### config.mk
export PLATFORM = sky130hd
export DESIGN_NAME = gpio_port_regs
export DESIGN_NICKNAME = d
export VERILOG_FILES = /design/src/rtl/gpio_port_pkg.sv /design/src/rtl/gpio_reg_decode.sv /design/src/rtl/gpio_pin_cell.sv /design/src/rtl/gpio_port_regs.sv
export SDC_FILE = /design/constraint.sdc
export NUM_CORES = 1
export LEC_CHECK = 0
export CAP_MARGIN = 20
export CORE_AREA = 2 2 123 125
export CTS_CLUSTER_SIZE = 24
export DETAILED_ROUTE_END_ITERATION = 8
export DIE_AREA = 0 0 125 127
export GPL_ROUTABILITY_DRIVEN = 0
export GPL_TIMING_DRIVEN = 0
export PLACE_DENSITY = 0.84
export SYNTH_ARGS = -nofsm -noshare
export SYNTH_HDL_FRONTEND = slang
export SYNTH_HIERARCHICAL = 1
export SYNTH_SLANG_ARGS = --single-unit
### constraint.sdc
create_clock -name clk -period 4.2 [get_ports clk]
set_clock_uncertainty 0.05 [all_clocks]
set_input_delay 0.63 -clock clk [delete_from_list [all_inputs] [get_ports clk]]
set_output_delay 0.63 -clock clk [all_outputs]
set_load 0.005 [all_outputs]
### src/rtl/gpio_port_pkg.sv
package gpio_port_pkg;
    localparam int REG_W     = 16;
    localparam int ADDR_W    = 10;
    localparam int NUM_REGS  = 8;
    localparam int IDX_W     = 4;
    localparam int PULL_PINS = 15;

    // register slots
    localparam int IDX_DIR_LO = 0;
    localparam int IDX_DIR_HI = 1;
    localparam int IDX_DAT_LO = 2;
    localparam int IDX_DAT_HI = 3;
    localparam int IDX_UP_A   = 4;
    localparam int IDX_UP_B   = 5;
    localparam int IDX_PUSE   = 6;
    localparam int IDX_PSEL   = 7;
    localparam int IDX_NONE   = 8;

    localparam logic [ADDR_W-1:0] OFF_DIR_LO = 10'h000;
    localparam logic [ADDR_W-1:0] OFF_DIR_HI = 10'h002;
    localparam logic [ADDR_W-1:0] OFF_DAT_LO = 10'h004;
    localparam logic [ADDR_W-1:0] OFF_DAT_HI = 10'h006;
    localparam logic [ADDR_W-1:0] OFF_UP_A   = 10'h01C;
    localparam logic [ADDR_W-1:0] OFF_UP_B   = 10'h01E;
    localparam logic [ADDR_W-1:0] OFF_PUSE   = 10'h1E0;
    localparam logic [ADDR_W-1:0] OFF_PSEL   = 10'h1E2;

    // drive-enable sources
    localparam int OE_REG = 0;
    localparam int OE_ON  = 1;
    localparam int OE_OFF = 2;

    function automatic int dat_reg(input int pin, input bit upper_oe);
        if (pin < 16)      return IDX_DAT_LO;
        else if (pin < 32) return IDX_DAT_HI;
        else if (pin < 48) return upper_oe ? IDX_UP_B : IDX_UP_A;
        else               return upper_oe ? IDX_NONE : IDX_UP_B;
    endfunction

    function automatic int dat_bit(input int pin);
        if (pin < 48) return pin % 16;
        else          return pin - 48;
    endfunction

    function automatic int oe_mode(input int pin, input bit upper_oe);
        if (pin < 32)      return OE_REG;
        else if (pin < 48) return upper_oe ? OE_REG : OE_ON;
        else               return upper_oe ? OE_OFF : OE_REG;
    endfunction

    function automatic int oe_reg(input int pin);
        if (pin < 16)      return IDX_DIR_LO;
        else if (pin < 32) return IDX_DIR_HI;
        else if (pin < 48) return IDX_UP_A;
        else               return IDX_UP_B;
    endfunction

    function automatic int oe_bit(input int pin);
        if (pin < 32)      return pin % 16;
        else if (pin < 48) return pin - 32;
        else               return 8 + pin - 48;
    endfunction
endpackage

### src/rtl/gpio_reg_decode.sv
module gpio_reg_decode
    import gpio_port_pkg::*;
(
    input  logic [ADDR_W-1:0] addr,
    output logic              hit,
    output logic [IDX_W-1:0]  idx
);
    always_comb begin
        hit = 1'b1;
        idx = IDX_W'(IDX_NONE);
        case (addr)
            OFF_DIR_LO: idx = IDX_W'(IDX_DIR_LO);
            OFF_DIR_HI: idx = IDX_W'(IDX_DIR_HI);
            OFF_DAT_LO: idx = IDX_W'(IDX_DAT_LO);
            OFF_DAT_HI: idx = IDX_W'(IDX_DAT_HI);
            OFF_UP_A:   idx = IDX_W'(IDX_UP_A);
            OFF_UP_B:   idx = IDX_W'(IDX_UP_B);
            OFF_PUSE:   idx = IDX_W'(IDX_PUSE);
            OFF_PSEL:   idx = IDX_W'(IDX_PSEL);
            default:    hit = 1'b0;
        endcase
    end
endmodule

### src/rtl/gpio_pin_cell.sv
module gpio_pin_cell (
    input  logic clk,
    input  logic rst_n,
    input  logic dat_we,
    input  logic dat_wbit,
    input  logic oe,
    input  logic pad_in,
    output logic pad_out,
    output logic rd_bit
);
    logic latch_q;

    always_ff @(posedge clk or negedge rst_n) begin
        if (!rst_n)      latch_q <= 1'b0;
        else if (dat_we) latch_q <= dat_wbit;
    end

    assign pad_out = latch_q;
    assign rd_bit  = oe ? latch_q : pad_in;
endmodule

### src/rtl/gpio_port_regs.sv
module gpio_port_regs
    import gpio_port_pkg::*;
#(
    parameter int PIN_COUNT = 50,
    parameter bit UPPER_OE  = 1'b0
) (
    input  logic                 clk,
    input  logic                 rst_n,
    input  logic                 reg_wr,
    input  logic                 reg_rd,
    input  logic [ADDR_W-1:0]    reg_addr,
    input  logic [REG_W-1:0]     reg_wdata,
    output logic [REG_W-1:0]     reg_rdata,
    input  logic [PIN_COUNT-1:0] pad_in,
    output logic [PIN_COUNT-1:0] pad_out,
    output logic [PIN_COUNT-1:0] pad_oe,
    output logic [PULL_PINS-1:0] pull_en,
    output logic [PULL_PINS-1:0] pull_up
);
    localparam bit PULL_ON = (PIN_COUNT == 50);

    logic                            hit;
    logic [IDX_W-1:0]                idx;
    logic                            wr_go;
    logic [PIN_COUNT-1:0]            rd_bit;
    logic [NUM_REGS-1:0][REG_W-1:0]  rd_words;

    gpio_reg_decode u_dec (
        .addr (reg_addr),
        .hit  (hit),
        .idx  (idx)
    );

    assign wr_go = reg_wr & hit;

    for (genvar p = 0; p < PIN_COUNT; p++) begin : g_pin
        localparam int DR = dat_reg(p, UPPER_OE);
        localparam int DB = dat_bit(p);
        localparam int OM = oe_mode(p, UPPER_OE);
        localparam int OR = oe_reg(p);
        localparam int OB = oe_bit(p);

        gpio_pin_cell u_cell (
            .clk      (clk),
            .rst_n    (rst_n),
            .dat_we   (wr_go && (idx == IDX_W'(DR))),
            .dat_wbit (reg_wdata[DB]),
            .oe       (pad_oe[p]),
            .pad_in   (pad_in[p]),
            .pad_out  (pad_out[p]),
            .rd_bit   (rd_bit[p])
        );

        if (OM == OE_REG) begin : g_oe_reg
            logic oe_q;
            always_ff @(posedge clk or negedge rst_n) begin
                if (!rst_n)                            oe_q <= 1'b0;
                else if (wr_go && (idx == IDX_W'(OR))) oe_q <= reg_wdata[OB];
            end
            assign pad_oe[p] = oe_q;
        end else if (OM == OE_ON) begin : g_oe_on
            assign pad_oe[p] = 1'b1;
        end else begin : g_oe_off
            assign pad_oe[p] = 1'b0;
        end
    end

    if (PULL_ON) begin : g_pull
        logic [PULL_PINS-1:0] use_q, sel_q;
        always_ff @(posedge clk or negedge rst_n) begin
            if (!rst_n) begin
                use_q <= '0;
                sel_q <= '0;
            end else if (wr_go) begin
                if (idx == IDX_W'(IDX_PUSE)) use_q <= reg_wdata[PULL_PINS-1:0];
                if (idx == IDX_W'(IDX_PSEL)) sel_q <= reg_wdata[PULL_PINS-1:0];
            end
        end
        assign pull_en = use_q;
        assign pull_up = sel_q;
    end else begin : g_nopull
        assign pull_en = '0;
        assign pull_up = '0;
    end

    // assemble every readable word from the per-pin maps
    always_comb begin
        rd_words = '0;
        for (int p = 0; p < PIN_COUNT; p++) begin
            if (dat_reg(p, UPPER_OE) != IDX_NONE)
                rd_words[dat_reg(p, UPPER_OE)][dat_bit(p)] = rd_bit[p];
            if (oe_mode(p, UPPER_OE) == OE_REG)
                rd_words[oe_reg(p)][oe_bit(p)] = pad_oe[p];
        end
        rd_words[IDX_PUSE] = {1'b0, pull_en};
        rd_words[IDX_PSEL] = {1'b0, pull_up};
    end

    always_ff @(posedge clk or negedge rst_n) begin
        if (!rst_n)      reg_rdata <= '0;
        else if (reg_rd) reg_rdata <= hit ? rd_words[idx[2:0]] : '0;
    end
endmodule

* After elaboration in Yosys (flattened, before gate mapping)
Index checks and enable logic that the tools add are counted.
Storage, ports and cells: register bits after elaboration 130, input bits 80, output and inout port bits 146, logic and storage cells 153
Cells by class: order comparisons 1, equality and inequality tests 14, mux-type cells 39, bitwise logic cells 1, reductions and logical operators 11
Operators with widths (number):
- binary-select mux 16 bit (select 3 bit) | 1
- two-way mux 1 bit | 35
- two-way mux 16 bit | 2
- case mux 4 bit (8 select lines) | 1
- == test 10 x 3 -> 1 bit, second input constant | 2
- == test 10 x 5 -> 1 bit, second input constant | 2
- == test 10 x 9 -> 1 bit, second input constant | 2
- == test 4 x 3 -> 1 bit, second input constant | 4
- == test 10 x 2 -> 1 bit, second input constant | 1
- logical NOT 10 bit | 1
- == test 4 x 2 -> 1 bit, second input constant | 2
- OR reduction 8 bit | 1
- logical AND 1 bit | 6
- == test 4 x 1 -> 1 bit, second input constant | 1
- logical NOT 4 bit | 1
- < comparator 3 x 4 -> 1 bit, second input constant | 1
- AND reduction 2 bit | 2
- bitwise AND 1 bit | 1

* Depth between registers and ports, before layout
depth after elaboration 5, gate-level depth with buffers 10, gate-level depth less buffers 7

* Modules after synthesis
The synthesis kept the hierarchy.
Modules (own cells, without submodules):
- gpio_port_regs | instances 1, cells an instance 373, area each 4546.9 um^2, sequential area each 2001.9 um^2
- gpio_pin_cell | instances 50, cells an instance 3, area each 51.3 um^2, sequential area each 25.0 um^2
- gpio_reg_decode | instances 1, cells an instance 17, area each 111.4 um^2, sequential area each 0.0 um^2

* Worst setup path after synthesis
Ideal clock, no wire load.
path kind in2reg, from in reg_addr[0], to reg g_pin[16].u_cell.latch_q, setup time 0.127 ns, arrival 3.815 ns, data required time 4.023 ns, slack 0.208 ns, cell stages on the path 9, path buffers 3, cells stage by stage or4_4 or3_4 o21ai_0 buf_6 buf_6 buf_2 nand2_1 nor3_1 mux2_1
On the way: elaborated cells between the ends (all ways) 14, those cells by class eq/ne: 8; mux: 2; bitwise: 1; reduce/logical: 3
RTL lines:
- start, declared | RTL line gpio_port_regs.sv:11 | input logic [ADDR_W-1:0] reg_addr,
- == test 10 x 9 -> 1 bit, or another cell as far along | RTL line gpio_reg_decode.sv:11 | case (addr)
- case mux 4 bit (8 select lines) * | RTL line gpio_reg_decode.sv:11
- via idx[1] | RTL line gpio_port_regs.sv:23 | logic [IDX_W-1:0] idx;
- == test 4 x 2 -> 1 bit * | RTL line gpio_port_regs.sv:46 | .dat_we (wr_go && (idx == IDX_W'(DR))),
- logical AND 1 bit * | RTL line gpio_port_regs.sv:46
- end signal, assigned | RTL line gpio_pin_cell.sv:15 | else if (dat_we) latch_q <= dat_wbit;
- end, declared | RTL line gpio_pin_cell.sv:11 | logic latch_q;
The timed path passes the listed nets; every way through them passes the cells marked *. A chain may end at the register's enable or synchronous reset.

* Worst setup path after layout
from in reg_addr[4], to reg g_pin[1].u_cell.latch_q
On the way: elaborated cells between the ends (all ways) 14, those cells by class eq/ne: 8; mux: 2; bitwise: 1; reduce/logical: 3
RTL lines (RTL line):
- == test 10 x 9 -> 1 bit, or another cell as far along | gpio_reg_decode.sv:11
- case mux 4 bit (8 select lines) * | gpio_reg_decode.sv:11
- via idx[1] | gpio_port_regs.sv:23
- == test 4 x 2 -> 1 bit * | gpio_port_regs.sv:46
- logical AND 1 bit * | gpio_port_regs.sv:46
- end signal, assigned | gpio_pin_cell.sv:15
- end, declared | gpio_pin_cell.sv:11
Marks and branches as above.

==> flow_metrics.tcl <==
set metrics [dict create \
    timing.rr.start "g_pin[29].g_oe_reg.oe_q" \
    timing.rr.end "reg_rdata[13]" \
    setup-tns-final_ns 0 \
    drc 0 \
    routed.top_layer "met4" \
    async_flop_share_pct 100.0 \
    place_inst 971 \
    synthXorXnorAreaFrac_pct 0 \
    cp-start-kind "input port" \
    synth_warnings 6 \
    synth-simple-area-share_pct 6.045 \
    core_area_um2 14420 \
    drive_gt1_share_pct 29.55 \
    vias 5605 \
    place_ws_ns -0.1153 \
    dp_hpwl_um 15870 \
    io_buffers 209 \
    final_common_cell "clkdlybuf4s50_1" \
    clock_latency_ns 0.43 \
    end_kind "register" \
    synth_seq_area_share_pct 45.04 \
    arrival_ns 4.16 \
    synth-adder-area-share_pct 0 \
    mostFrequentLayoutCells "208 x clkdlybuf4s50_1, 130 x dfrtp_1, 60 x mux2_2" \
    hold_class "in -> async" \
    fmax_mhz 256.0 \
    r2r_slack_ns 2.40 \
    finalSetupViolCount 0 \
    cp.required_ns 4.46 \
    worst-setup-path-type "in -> reg" \
    synth_compound_area_share_pct 6.808 \
    antennaDiodeCount 0 \
    finalCritPeriodShare_pct 92.99 \
    cts-resized-gates 0 \
    ctsHoldBuffers 0 \
    root_buffer "clkbuf_16" \
    hold_viol 0 \
    synthCells 540 \
    crit_end "g_pin[1].u_cell/pad_out" \
    final_nets 886 \
    powerDensity_nw_per_um2 286.2 \
    max_cap_violations 0 \
    htreeDepth 4 \
    ys_ff_latch 130 \
    cts_tree "yes" \
    track_usage_pct 28.13 \
    grt_pass1_wl_um 33910 \
    yosysUniqueCellTypes 55 \
    post_cts_buffers 0 \
    grt_max_degree 86 \
    die_x_um 125 \
    slew_violations 0 \
    grt_overflow_total 0 \
    row_count 44 \
    routed_wl_um 22350 \
    status "finished clean" \
    syn_area_per_cell_um2 13.38 \
    die_area_um2 15880 \
    synth.area.mux_share_pct 33.66 \
    via_per_inst 5.588 \
    slew_headroom_pct 49.71 \
    rsz0062_at_grt "no" \
    synth_edf_count 0 \
    fin_ws_ns 0.2943 \
    ioPinCount 226 \
    dr_wl_met3_um 1990 \
    clock-sinks 130 \
    wl_met2_um 10940 \
    r2r_cells 5 \
    numCtsBuffers 17 \
    drtIter0Drc 406 \
    worst_slew_pin_slew_ns 0.7543 \
    critPathMaxFanout 10 \
    die_h_um 127 \
    start_util_pct 50.08 \
    areaGrowthSynthToFinish_pct 43.72 \
    ctsLongestPathBuffers 2 \
    syn_area_um2 7223 \
    synth_top_family_by_area "multiplexers" \
    fin_total_pwr_mw 2.971 \
    grt_pass1_vias 6015 \
    leakage_nw 4.826 \
    wl_per_cell_um 22.28 \
    critical_path.startpoint "reg_addr[4]" \
    antenna_found_initial 0 \
    wl_met1_um 8691 \
    ant_nets 0 \
    layout_min_cycle_time_ns 3.906 \
    clkTransAtPathRegs_ns 0.06 \
    synth_ff_type "dfrtp_1" \
    drtPass1Iterations 5 \
    vdd_drop_max_mv 0.2443 \
    instances_no_fill 1003 \
]
-- sequential cells by signal, indices dropped and copies added, names as in the netlist --
register and flops:
reg_rdata 16, pull_up 15, pull_en 15, g_pin.g_oe_reg.oe_q 34, g_pin.u_cell/pad_out 50
-- report_power, final --
group / switching [mW] / internal (mW)
Combinational: 0.0848 / 0.123
Sequential: 0.000164 / 1.25
Clock: 0.564 / 0.946
-- cells by family (layout without fill, tap and decap cells) --
kind of cell | after synthesis | after routing
multiplexers | 195 | 195
flip-flops | 130 | 130
other | 1 | 32
AO/OA/AOI/OAI | 65 | 65
AND/OR/NAND/NOR | 65 | 65
buffers and inverters | 84 | 332
-- layer usage --
metal	global-route usage [%]	vias up
met4	11.83	0
met2	47.41	328
met3	8.878	63
met1	33.56	2770
met5	0	-
li1	-	2444
-- how the worst min path moves through the flow --
stage                       start                     end  slack [ns]  cells after the start
floorplan                   rst_n  g_pin[0].g_oe_reg.oe_q        0.28                      0
global placement    reg_rdata[14]           reg_rdata[14]        0.41                      1
detailed placement  reg_rdata[14]           reg_rdata[14]        0.44                      1
global route                rst_n              pull_up[9]        0.11                      1
CTS                         rst_n              pull_up[0]        0.09                      1
finish                      rst_n              pull_up[0]        0.07                      1
-- worst max-delay path: stages --
cell	delay (ns)
clkdlybuf4s50_1	0.46
or4_4	0.54
or3_4	0.41
o21ai_0	0.14
buf_6	0.23
buf_6	0.19
buf_2	0.27
nand2_1	0.14
nor3_2	0.53
buf_6	0.28
mux2_1	0.35
-- through the flow --
stage               area, um2  hold slack, ns  util [%]
floorplan                7340          0.2844         -
global placement         9662          0.4128     66.98
detailed placement       9777          0.4417     67.78
CTS                     10380         0.08688     71.97
global route            10380          0.1054     71.97
finish                  10380         0.07010     71.97
-- cell type report --
cell class              instances  area [um2]
plain buffers                  74       569.3
clock buffers                  19       442.9
clock inverters                13       161.4
fillers                      1010        4043
inverters                      10       37.54
multi-input cells             357        3495
flip-flops and latches        130        3253
well taps                     184       230.2
repair buffers                216        2192
-- synth_stat cells (2+ instances only) --
cell       instances  area (um2)
nor2_4             2       22.52
buf_4             55       412.9
mux2_4            53       795.8
nor2b_1            9       56.30
a22o_1             7       61.31
nand3_1            3       15.01
dfrtp_1          130        3253
nor3b_1            5       37.54
o211a_1            5       50.05
mux2i_1           25       250.2
and2_1             2       12.51
a21oi_1           15       75.07
clkbuf_1           3       11.26
o21ai_0            4       20.02
a2111oi_0          5       43.79
nand4_1            3       18.77
mux2_1            52       585.6
o221a_2            2       22.52
nand3b_1           5       37.54
nor2_1             4       15.01
buf_6              9       101.4
o32ai_1            5       43.79
nand3_4            2       35.03
nand2_1           12       45.04
inv_1             10       37.54
mux4_1             3       78.83
o211ai_1           5       37.54
mux4_2             2       45.04
buf_2              5       25.02
o221ai_1           2       17.52
mux2_2            60       675.7
o22ai_1            3       18.77
a2bb2oi_1          6       52.55
nor3_1             3       15.01
nand2b_1           4       25.02
Power figures use the tool's default switching activity.
